===== src/rtl/aud_regs_pkg.sv =====
package aud_regs_pkg;
  localparam int unsigned NUM_WORDS   = 11;
  localparam int unsigned IDX_W       = 4;
  localparam int unsigned NUM_CHAN    = 2;
  localparam int unsigned CMD_SLOTS   = 4;
  localparam int unsigned CHAN_SLOTS  = 3;
  localparam int unsigned CHAN_BASE   = 4;
  localparam int unsigned CHAN_STRIDE = 4;
  localparam int unsigned RSV_IDX     = 7;
  localparam int unsigned GO_BIT      = 0;
  localparam int unsigned DIR_BIT     = 1;
  localparam int unsigned EN_BIT      = 0;
endpackage


===== src/rtl/aud_addr_decode.sv =====
module aud_addr_decode
  import aud_regs_pkg::*;
#(
  parameter int unsigned ADDR_W = 8
) (
  input  logic [ADDR_W-1:0]    addr,
  input  logic                 rd,
  input  logic                 wr,
  output logic [IDX_W-1:0]     idx,
  output logic                 hit,
  output logic                 bad,
  output logic [NUM_WORDS-1:0] wr_sel
);
  localparam int unsigned WORD_W = ADDR_W - 2;

  logic [WORD_W-1:0] word;
  logic              aligned;
  logic              in_range;

  assign word     = addr[ADDR_W-1:2];
  assign aligned  = (addr[1:0] == 2'b00);
  assign in_range = (32'(word) < NUM_WORDS);
  assign hit      = aligned && in_range && (32'(word) != RSV_IDX);
  assign idx      = IDX_W'(word);
  assign bad      = (rd || wr) && !hit;

  for (genvar g = 0; g < NUM_WORDS; g++) begin : g_sel
    assign wr_sel[g] = wr && hit && (32'(word) == g);
  end
endmodule


===== src/rtl/aud_cmd_regs.sv =====
module aud_cmd_regs
  import aud_regs_pkg::*;
#(
  parameter int unsigned DATA_W = 32
) (
  input  logic                 clk,
  input  logic                 rst_n,
  input  logic [CMD_SLOTS-1:0] we,
  input  logic [DATA_W-1:0]    wdata,
  output logic [DATA_W-1:0]    ctrl_q,
  output logic [DATA_W-1:0]    addr_q,
  output logic [DATA_W-1:0]    dout_q,
  output logic [DATA_W-1:0]    din_q,
  output logic                 req_irq,
  output logic                 reply_irq
);
  logic [DATA_W-1:0] ctrl_d, addr_d, dout_d, din_d;
  logic              req_d, reply_d;
  logic [DATA_W-1:0] go_mask;

  assign go_mask = ~(DATA_W'(1) << GO_BIT);

  always_comb begin
    ctrl_d  = ctrl_q;
    addr_d  = addr_q;
    dout_d  = dout_q;
    din_d   = din_q;
    if (we[0]) ctrl_d = wdata & go_mask;
    if (we[1]) addr_d = wdata;
    if (we[2]) dout_d = wdata;
    if (we[3]) din_d  = wdata;
    req_d   = we[0] && wdata[GO_BIT] &&  wdata[DIR_BIT];
    reply_d = we[0] && wdata[GO_BIT] && !wdata[DIR_BIT];
  end

  always_ff @(posedge clk or negedge rst_n) begin
    if (!rst_n) begin
      ctrl_q    <= '0;
      addr_q    <= '0;
      dout_q    <= '0;
      din_q     <= '0;
      req_irq   <= 1'b0;
      reply_irq <= 1'b0;
    end else begin
      ctrl_q    <= ctrl_d;
      addr_q    <= addr_d;
      dout_q    <= dout_d;
      din_q     <= din_d;
      req_irq   <= req_d;
      reply_irq <= reply_d;
    end
  end

  // the two pulse lines never fire together
  a_r5_irq_exclusive: assert property (@(posedge clk) disable iff (!rst_n)
    !(req_irq && reply_irq));
  // a request pulse follows a control write carrying the request bit
  a_r4_req_cause: assert property (@(posedge clk) disable iff (!rst_n)
    req_irq |-> $past(we[0] && wdata[GO_BIT] && wdata[DIR_BIT]));
  // the direction bit written is the one kept
  a_r3_dir_kept: assert property (@(posedge clk) disable iff (!rst_n)
    we[0] |=> (ctrl_q[DIR_BIT] == $past(wdata[DIR_BIT])));
endmodule


===== src/rtl/aud_dma_chan.sv =====
module aud_dma_chan
  import aud_regs_pkg::*;
#(
  parameter int unsigned DATA_W = 32
) (
  input  logic                  clk,
  input  logic                  rst_n,
  input  logic [CHAN_SLOTS-1:0] we,
  input  logic [DATA_W-1:0]     wdata,
  output logic [DATA_W-1:0]     ctrl_q,
  output logic [DATA_W-1:0]     addr_q,
  output logic [DATA_W-1:0]     count_q,
  output logic                  en
);
  logic [DATA_W-1:0] ctrl_d, addr_d, count_d;

  always_comb begin
    ctrl_d  = ctrl_q;
    addr_d  = addr_q;
    count_d = count_q;
    if (we[0]) ctrl_d  = wdata;
    if (we[1]) addr_d  = wdata;
    if (we[2]) count_d = wdata;
  end

  always_ff @(posedge clk or negedge rst_n) begin
    if (!rst_n) begin
      ctrl_q  <= '0;
      addr_q  <= '0;
      count_q <= '0;
    end else begin
      ctrl_q  <= ctrl_d;
      addr_q  <= addr_d;
      count_q <= count_d;
    end
  end

  assign en = ctrl_q[EN_BIT];

  // enable moves only on a write to its own control word
  a_r6_en_hold: assert property (@(posedge clk) disable iff (!rst_n)
    !$past(we[0]) |-> $stable(en));
  a_r6_en_follow: assert property (@(posedge clk) disable iff (!rst_n)
    we[0] |=> (en == $past(wdata[EN_BIT])));
endmodule


===== src/rtl/aud_ctrl_regs.sv =====
module aud_ctrl_regs
  import aud_regs_pkg::*;
#(
  parameter int unsigned ADDR_W = 8,
  parameter int unsigned DATA_W = 32
) (
  input  logic              clk,
  input  logic              rst_n,
  input  logic [ADDR_W-1:0] bus_addr,
  input  logic              bus_wr,
  input  logic              bus_rd,
  input  logic [DATA_W-1:0] bus_wdata,
  output logic [DATA_W-1:0] bus_rdata,
  output logic              bus_err,
  output logic              codec_req_irq,
  output logic              codec_reply_irq,
  output logic [DATA_W-1:0] codec_addr,
  output logic [DATA_W-1:0] codec_dout,
  output logic              dn_en,
  output logic [DATA_W-1:0] dn_addr,
  output logic [DATA_W-1:0] dn_count,
  output logic              up_en,
  output logic [DATA_W-1:0] up_addr,
  output logic [DATA_W-1:0] up_count
);
  logic [IDX_W-1:0]     idx;
  logic                 hit, bad;
  logic [NUM_WORDS-1:0] wr_sel;
  logic                 unused_rsv_sel;

  logic [DATA_W-1:0] cmd_ctrl, cmd_din;
  logic [NUM_CHAN-1:0][DATA_W-1:0] ch_ctrl, ch_addr, ch_count;
  logic [NUM_CHAN-1:0]             ch_en;
  logic [NUM_WORDS-1:0][DATA_W-1:0] words;

  logic [DATA_W-1:0] rdata_d;
  logic              err_d;

  aud_addr_decode #(.ADDR_W(ADDR_W)) u_dec (
    .addr   (bus_addr),
    .rd     (bus_rd),
    .wr     (bus_wr),
    .idx    (idx),
    .hit    (hit),
    .bad    (bad),
    .wr_sel (wr_sel)
  );

  assign unused_rsv_sel = wr_sel[RSV_IDX];

  aud_cmd_regs #(.DATA_W(DATA_W)) u_cmd (
    .clk       (clk),
    .rst_n     (rst_n),
    .we        (wr_sel[CMD_SLOTS-1:0]),
    .wdata     (bus_wdata),
    .ctrl_q    (cmd_ctrl),
    .addr_q    (codec_addr),
    .dout_q    (codec_dout),
    .din_q     (cmd_din),
    .req_irq   (codec_req_irq),
    .reply_irq (codec_reply_irq)
  );

  for (genvar c = 0; c < NUM_CHAN; c++) begin : g_chan
    localparam int unsigned BASE = CHAN_BASE + c * CHAN_STRIDE;
    aud_dma_chan #(.DATA_W(DATA_W)) u_chan (
      .clk     (clk),
      .rst_n   (rst_n),
      .we      (wr_sel[BASE +: CHAN_SLOTS]),
      .wdata   (bus_wdata),
      .ctrl_q  (ch_ctrl[c]),
      .addr_q  (ch_addr[c]),
      .count_q (ch_count[c]),
      .en      (ch_en[c])
    );
  end

  assign dn_en    = ch_en[0];
  assign dn_addr  = ch_addr[0];
  assign dn_count = ch_count[0];
  assign up_en    = ch_en[1];
  assign up_addr  = ch_addr[1];
  assign up_count = ch_count[1];

  always_comb begin
    words    = '0;
    words[0] = cmd_ctrl;
    words[1] = codec_addr;
    words[2] = codec_dout;
    words[3] = cmd_din;
    for (int c = 0; c < NUM_CHAN; c++) begin
      words[CHAN_BASE + c * CHAN_STRIDE + 0] = ch_ctrl[c];
      words[CHAN_BASE + c * CHAN_STRIDE + 1] = ch_addr[c];
      words[CHAN_BASE + c * CHAN_STRIDE + 2] = ch_count[c];
    end
  end

  always_comb begin
    rdata_d = bus_rdata;
    if (bus_rd) rdata_d = hit ? words[idx] : '0;
    err_d = bad;
  end

  always_ff @(posedge clk or negedge rst_n) begin
    if (!rst_n) begin
      bus_rdata <= '0;
      bus_err   <= 1'b0;
    end else begin
      bus_rdata <= rdata_d;
      bus_err   <= err_d;
    end
  end

  // read data holds unless a read was sampled
  a_r8_rdata_hold: assert property (@(posedge clk) disable iff (!rst_n)
    !$past(bus_rd) |-> $stable(bus_rdata));
  // error strobe only follows an access
  a_r7_err_cause: assert property (@(posedge clk) disable iff (!rst_n)
    bus_err |-> $past(bus_rd || bus_wr));
  // an invalid access never produces a codec pulse
  a_r7_err_no_irq: assert property (@(posedge clk) disable iff (!rst_n)
    bus_err |-> !(codec_req_irq || codec_reply_irq));
endmodule


===== config.mk =====
export PLATFORM = sky130hd
export DESIGN_NAME = aud_ctrl_regs
export DESIGN_NICKNAME = d
export VERILOG_FILES = /design/src/rtl/aud_regs_pkg.sv /design/src/rtl/aud_addr_decode.sv /design/src/rtl/aud_cmd_regs.sv /design/src/rtl/aud_dma_chan.sv /design/src/rtl/aud_ctrl_regs.sv
export SDC_FILE = /design/constraint.sdc
export NUM_CORES = 1
export LEC_CHECK = 0
export BUFFER_PORTS_ARGS = -buffer_cell sky130_fd_sc_hd__buf_4
export CAP_MARGIN = 20
export CELL_PAD_IN_SITES_DETAIL_PLACEMENT = 1
export CELL_PAD_IN_SITES_GLOBAL_PLACEMENT = 1
export CORE_MARGIN = 5
export CORE_UTILIZATION = 42
export DETAILED_ROUTE_END_ITERATION = 12
export PLACE_DENSITY = 0.84
export SLEW_MARGIN = 30
export SYNTH_ARGS = -nofsm -noshare
export SYNTH_HDL_FRONTEND = slang
export SYNTH_SLANG_ARGS = --single-unit

===== constraint.sdc =====
create_clock -name clk -period 1.2 [get_ports clk]
set_input_delay 0.06 -clock clk [delete_from_list [all_inputs] [get_ports clk]]
set_output_delay 0.06 -clock clk [all_outputs]
set_load 0.03 [all_outputs]

==> results.md <==
Run status
- finished, violations left — result of the run
- negative hold slack, negative setup slack — violated checks

Synthesis
- 0 — count of flip-flops with a built-in enable after synthesis
- 32 — Netlist cell types
- 354 — register bit total from synthesis
- 55.8% — share of the yosys chip area belonging to registers
- sky130_fd_sc_hd__dfrtp_1 — Main synth FF type
- 0 — total number of yosys warnings
- sky130_fd_sc_hd__dfrtp_1 — post-synth top area cell
- sky130_fd_sc_hd__dfrtp_1, sky130_fd_sc_hd__mux2_2, sky130_fd_sc_hd__inv_1, sky130_fd_sc_hd__mux2i_1, sky130_fd_sc_hd__o221ai_1 — Post-synth top cells
- 15900 um^2 — summed instance area of the synthesized netlist
- 14.0 um^2 — Synth Area per Inst
- 1136 — number of cells produced by synthesis
- sky130_fd_sc_hd__dfrtp_1 — leading cell type by number of instances after synthesis
- sky130_fd_sc_hd__dfrtp_1, sky130_fd_sc_hd__mux2_2, sky130_fd_sc_hd__mux4_2 — top cells by area in the synthesized netlist
- 1180 — net count after synthesis
- 55.8% — fraction of synthesized cell area taken by the top area cell type
- 100% — share of flip-flops with an asynchronous set or reset after synthesis

Global route
- 103000 um — global-route wire length before repair
- 0 — number of antenna violations at the first check in global routing
- 33.0% — global routing usage summed across all routing layers
- 0 — remaining global-route overflow
- 59 — largest net degree at the start of global routing
- 15152 — vias in the first global route

Floorplan
- 273 — I/O pin cnt
- 37500 um^2 — Core Area
- 41800 um^2 — DIE AREA
- 204 um — die boundary height
- 42.4% — starting density of the core
- 71 — placement row count
- 204 um — Chip Width

Worst hold path
- in2async — min-delay worst type

Setup path
- 1970 ps — WP data arrival
- flop — critical path endpoint category
- -310 ps — register-to-register setup slack
- 1660 ps — Crit path required time
- flop — Setup crit start kind
- 2 — crit path max fanout
- reg2reg — Critical Setup Path Class

STA
- 889 ps — Worst Max-Slew Pin Slew
- 285 — final setup violation count
- 1510 ps — Min Clock Period, post-route
- 20.8 ps — skew final
- 0 — max-slew violation total from the final report
- 661 MHz — max frequency
- 40.8% — headroom to the max-slew limit
- -313 ps — fin worst setup slack
- -23.8 ps — worst hold slack
- yes — unrepaired setup endpoints after global routing
- 22 — final hold violations
- 126% — period utilisation layout

Clock network
- done — CTS tree
- 354 — clock sink total
- 3 — Clock Path Buffers
- 2 — number of H-tree levels
- 70 ps — clock-pin slew reported for the worst setup and hold paths after clock tree synthesis
- sky130_fd_sc_hd__clkbuf_16 — master cell of the clock root buffer
- 580 ps — insertion delay of the later-clocked pin in the worst-skew pair
- 40 — number of buffers created by CTS

Detailed routing
- 0 — DRC errors left
- 5 — count of TritonRoute iterations in the first routing pass
- 79100 um — total routed wirelength
- 1170 — drt initial violations
- 34.8 um — WL per Instance
- 0 — antenna-violating nets left
- 6.11 — number of vias per cell after detailed routing
- 13917 — total via count in the routed design

Place
- 37300 um — half-perimeter wire length after detailed placement
- 19900 um^2 — placed cell areas
- 0.823 — final RePlAce weighted congestion
- 1962 — Inst Count DP
- 272 — count of buffers inserted at the top-level ports

Final layout
- 1780 — net count of the finished layout
- 66.0% — layout cells sized above 1
- 0 — number of diodes
- 24900 um^2 — area of all placed cells without fillers
- 8910 um^2 — flip-flop and latch area
- 3460 — Fillers
- 7080 um^2 — area occupied by multi-input gates
- 2276 — non-filler cells, final
- 57.1% — layout overhead on the synthesized area

Pwr
- 1240 nW/um^2 — power per cell area
- 12.1 nW — leakage power of the design
- 31.0 mW — overall power
- 1.13 mV — Worst IR Drop VDD

Run
- 0 — reported max-cap violation count

power by group:
part           switching [mW]  total (mW)  leakage [nW]  internal [mW]
Sequential              0.551        13.0          4.81           12.5
Clock                    5.60        12.9         0.654           7.30
Combinational            2.74        5.09          6.64           2.35
Total                    8.88        31.0          12.1           22.1
routing by layer:
metal,up-vias,part of all wire (%),track usage (%)
met5,-,0,0
met4,0,7.9,19.6
met3,387,7.5,6.79
met2,963,49,56.7
met1,7236,35,38.2
li1,5331,-,-
layout by cell type (no fill, tap or decap), types with 13 or more instances in the layout:
| master | instances |
|---|---|
| sky130_fd_sc_hd__dlygate4sd3_1 | 36 |
| sky130_fd_sc_hd__o2bb2ai_2 | 17 |
| sky130_fd_sc_hd__clkbuf_8 | 13 |
| sky130_fd_sc_hd__mux4_2 | 31 |
| sky130_fd_sc_hd__buf_6 | 285 |
| sky130_fd_sc_hd__buf_12 | 36 |
| sky130_fd_sc_hd__o221ai_1 | 57 |
| sky130_fd_sc_hd__mux2_4 | 95 |
| sky130_fd_sc_hd__dfrtp_2 | 42 |
| sky130_fd_sc_hd__mux2_2 | 217 |
| sky130_fd_sc_hd__o2bb2ai_1 | 15 |
| sky130_fd_sc_hd__o21ai_2 | 28 |
| sky130_fd_sc_hd__nand2_1 | 30 |
| sky130_fd_sc_hd__buf_4 | 300 |
| sky130_fd_sc_hd__mux2i_1 | 53 |
| sky130_fd_sc_hd__inv_1 | 65 |
| sky130_fd_sc_hd__dfrtp_1 | 312 |
| sky130_fd_sc_hd__clkbuf_16 | 47 |
area by class of cell:
| cell class | instances | share of cell area (%) |
|---|---|---|
| well taps | 511 | 2.56 |
| clock buffers | 62 | 4.95 |
| multi-input cells | 607 | 28.4 |
| inverters | 66 | 0.993 |
| repair buffers | 667 | 27.1 |
| flip-flops and latches | 354 | 35.7 |
| clock inverters | 9 | 0.296 |
worst paths after layout:
| path | from | end | cells past startpoint |
|---|---|---|---|
| worst max-delay path | u_cmd.dout_q[30]$_DFFE_PN0P_ | bus_rdata[30]$_DFFE_PN0P_ | 4 |
| worst min-delay path | rst_n | g_chan[1].u_chan.addr_q[22]$_DFFE_PN0P_ | 2 |
| worst max register to register | u_cmd.dout_q[30]$_DFFE_PN0P_ | bus_rdata[30]$_DFFE_PN0P_ | 4 |
| worst min register to register | u_cmd.din_q[14]$_DFFE_PN0P_ | u_cmd.din_q[14]$_DFFE_PN0P_ | 1 |
| max in group asynchronous | rst_n | g_chan[1].u_chan.addr_q[12]$_DFFE_PN0P_ | 3 |
| min in group clk | bus_addr[6] | bus_rdata[16]$_DFFE_PN0P_ | 6 |
worst max-delay path, stage by stage, from the launching register on:
cell                        delay (ps)
sky130_fd_sc_hd__dfrtp_2           410
sky130_fd_sc_hd__mux4_2            450
sky130_fd_sc_hd__o21bai_1          220
sky130_fd_sc_hd__o2bb2ai_1         130
sky130_fd_sc_hd__a22o_1            190
per-stage QoR:
| stage | setup WS (ps) | TNS (ps) | util (%) |
|---|---|---|---|
| 6_report | -313 | -16000 | 66.5 |
| 4_1_cts | -208 | -7950 | 63.1 |
| 5_1_grt | -336 | -22860 | 66.5 |
| 3_5_place_dp | -545 | -150830 | 53.1 |
| 2_1_floorplan | -228 | -56880 | - |
| 3_3_place_gp | -484 | -138140 | 53.1 |
sequential cells by signal, summed over array words and instances (netlist names):
register	count
bus_err	1
u_cmd.reply_irq	1
g_chan.u_chan.ctrl_q	64
u_cmd.req_irq	1
g_chan.u_chan.count_q	64
g_chan.u_chan.addr_q	64
u_cmd.dout_q	32
bus_rdata	32
u_cmd.ctrl_q	31
u_cmd.addr_q	32
u_cmd.din_q	32
logic make-up after synthesis:
family          share of synthesized area [%]
compound gates                           6.64
buf+inv                                  4.69
flops                                    55.8
mux                                      31.1
simple gates                             1.77
timing repair:
item	CTS	global route
hold buffers	36	0
pin swaps	14	36
gates resized for setup	301	176
setup buffers	141	61
endpoints found under the setup margin	248	382
endpoints found under the hold margin	676	0
cloned	0	6
Note: power is estimated with default switching activity, not from simulation.
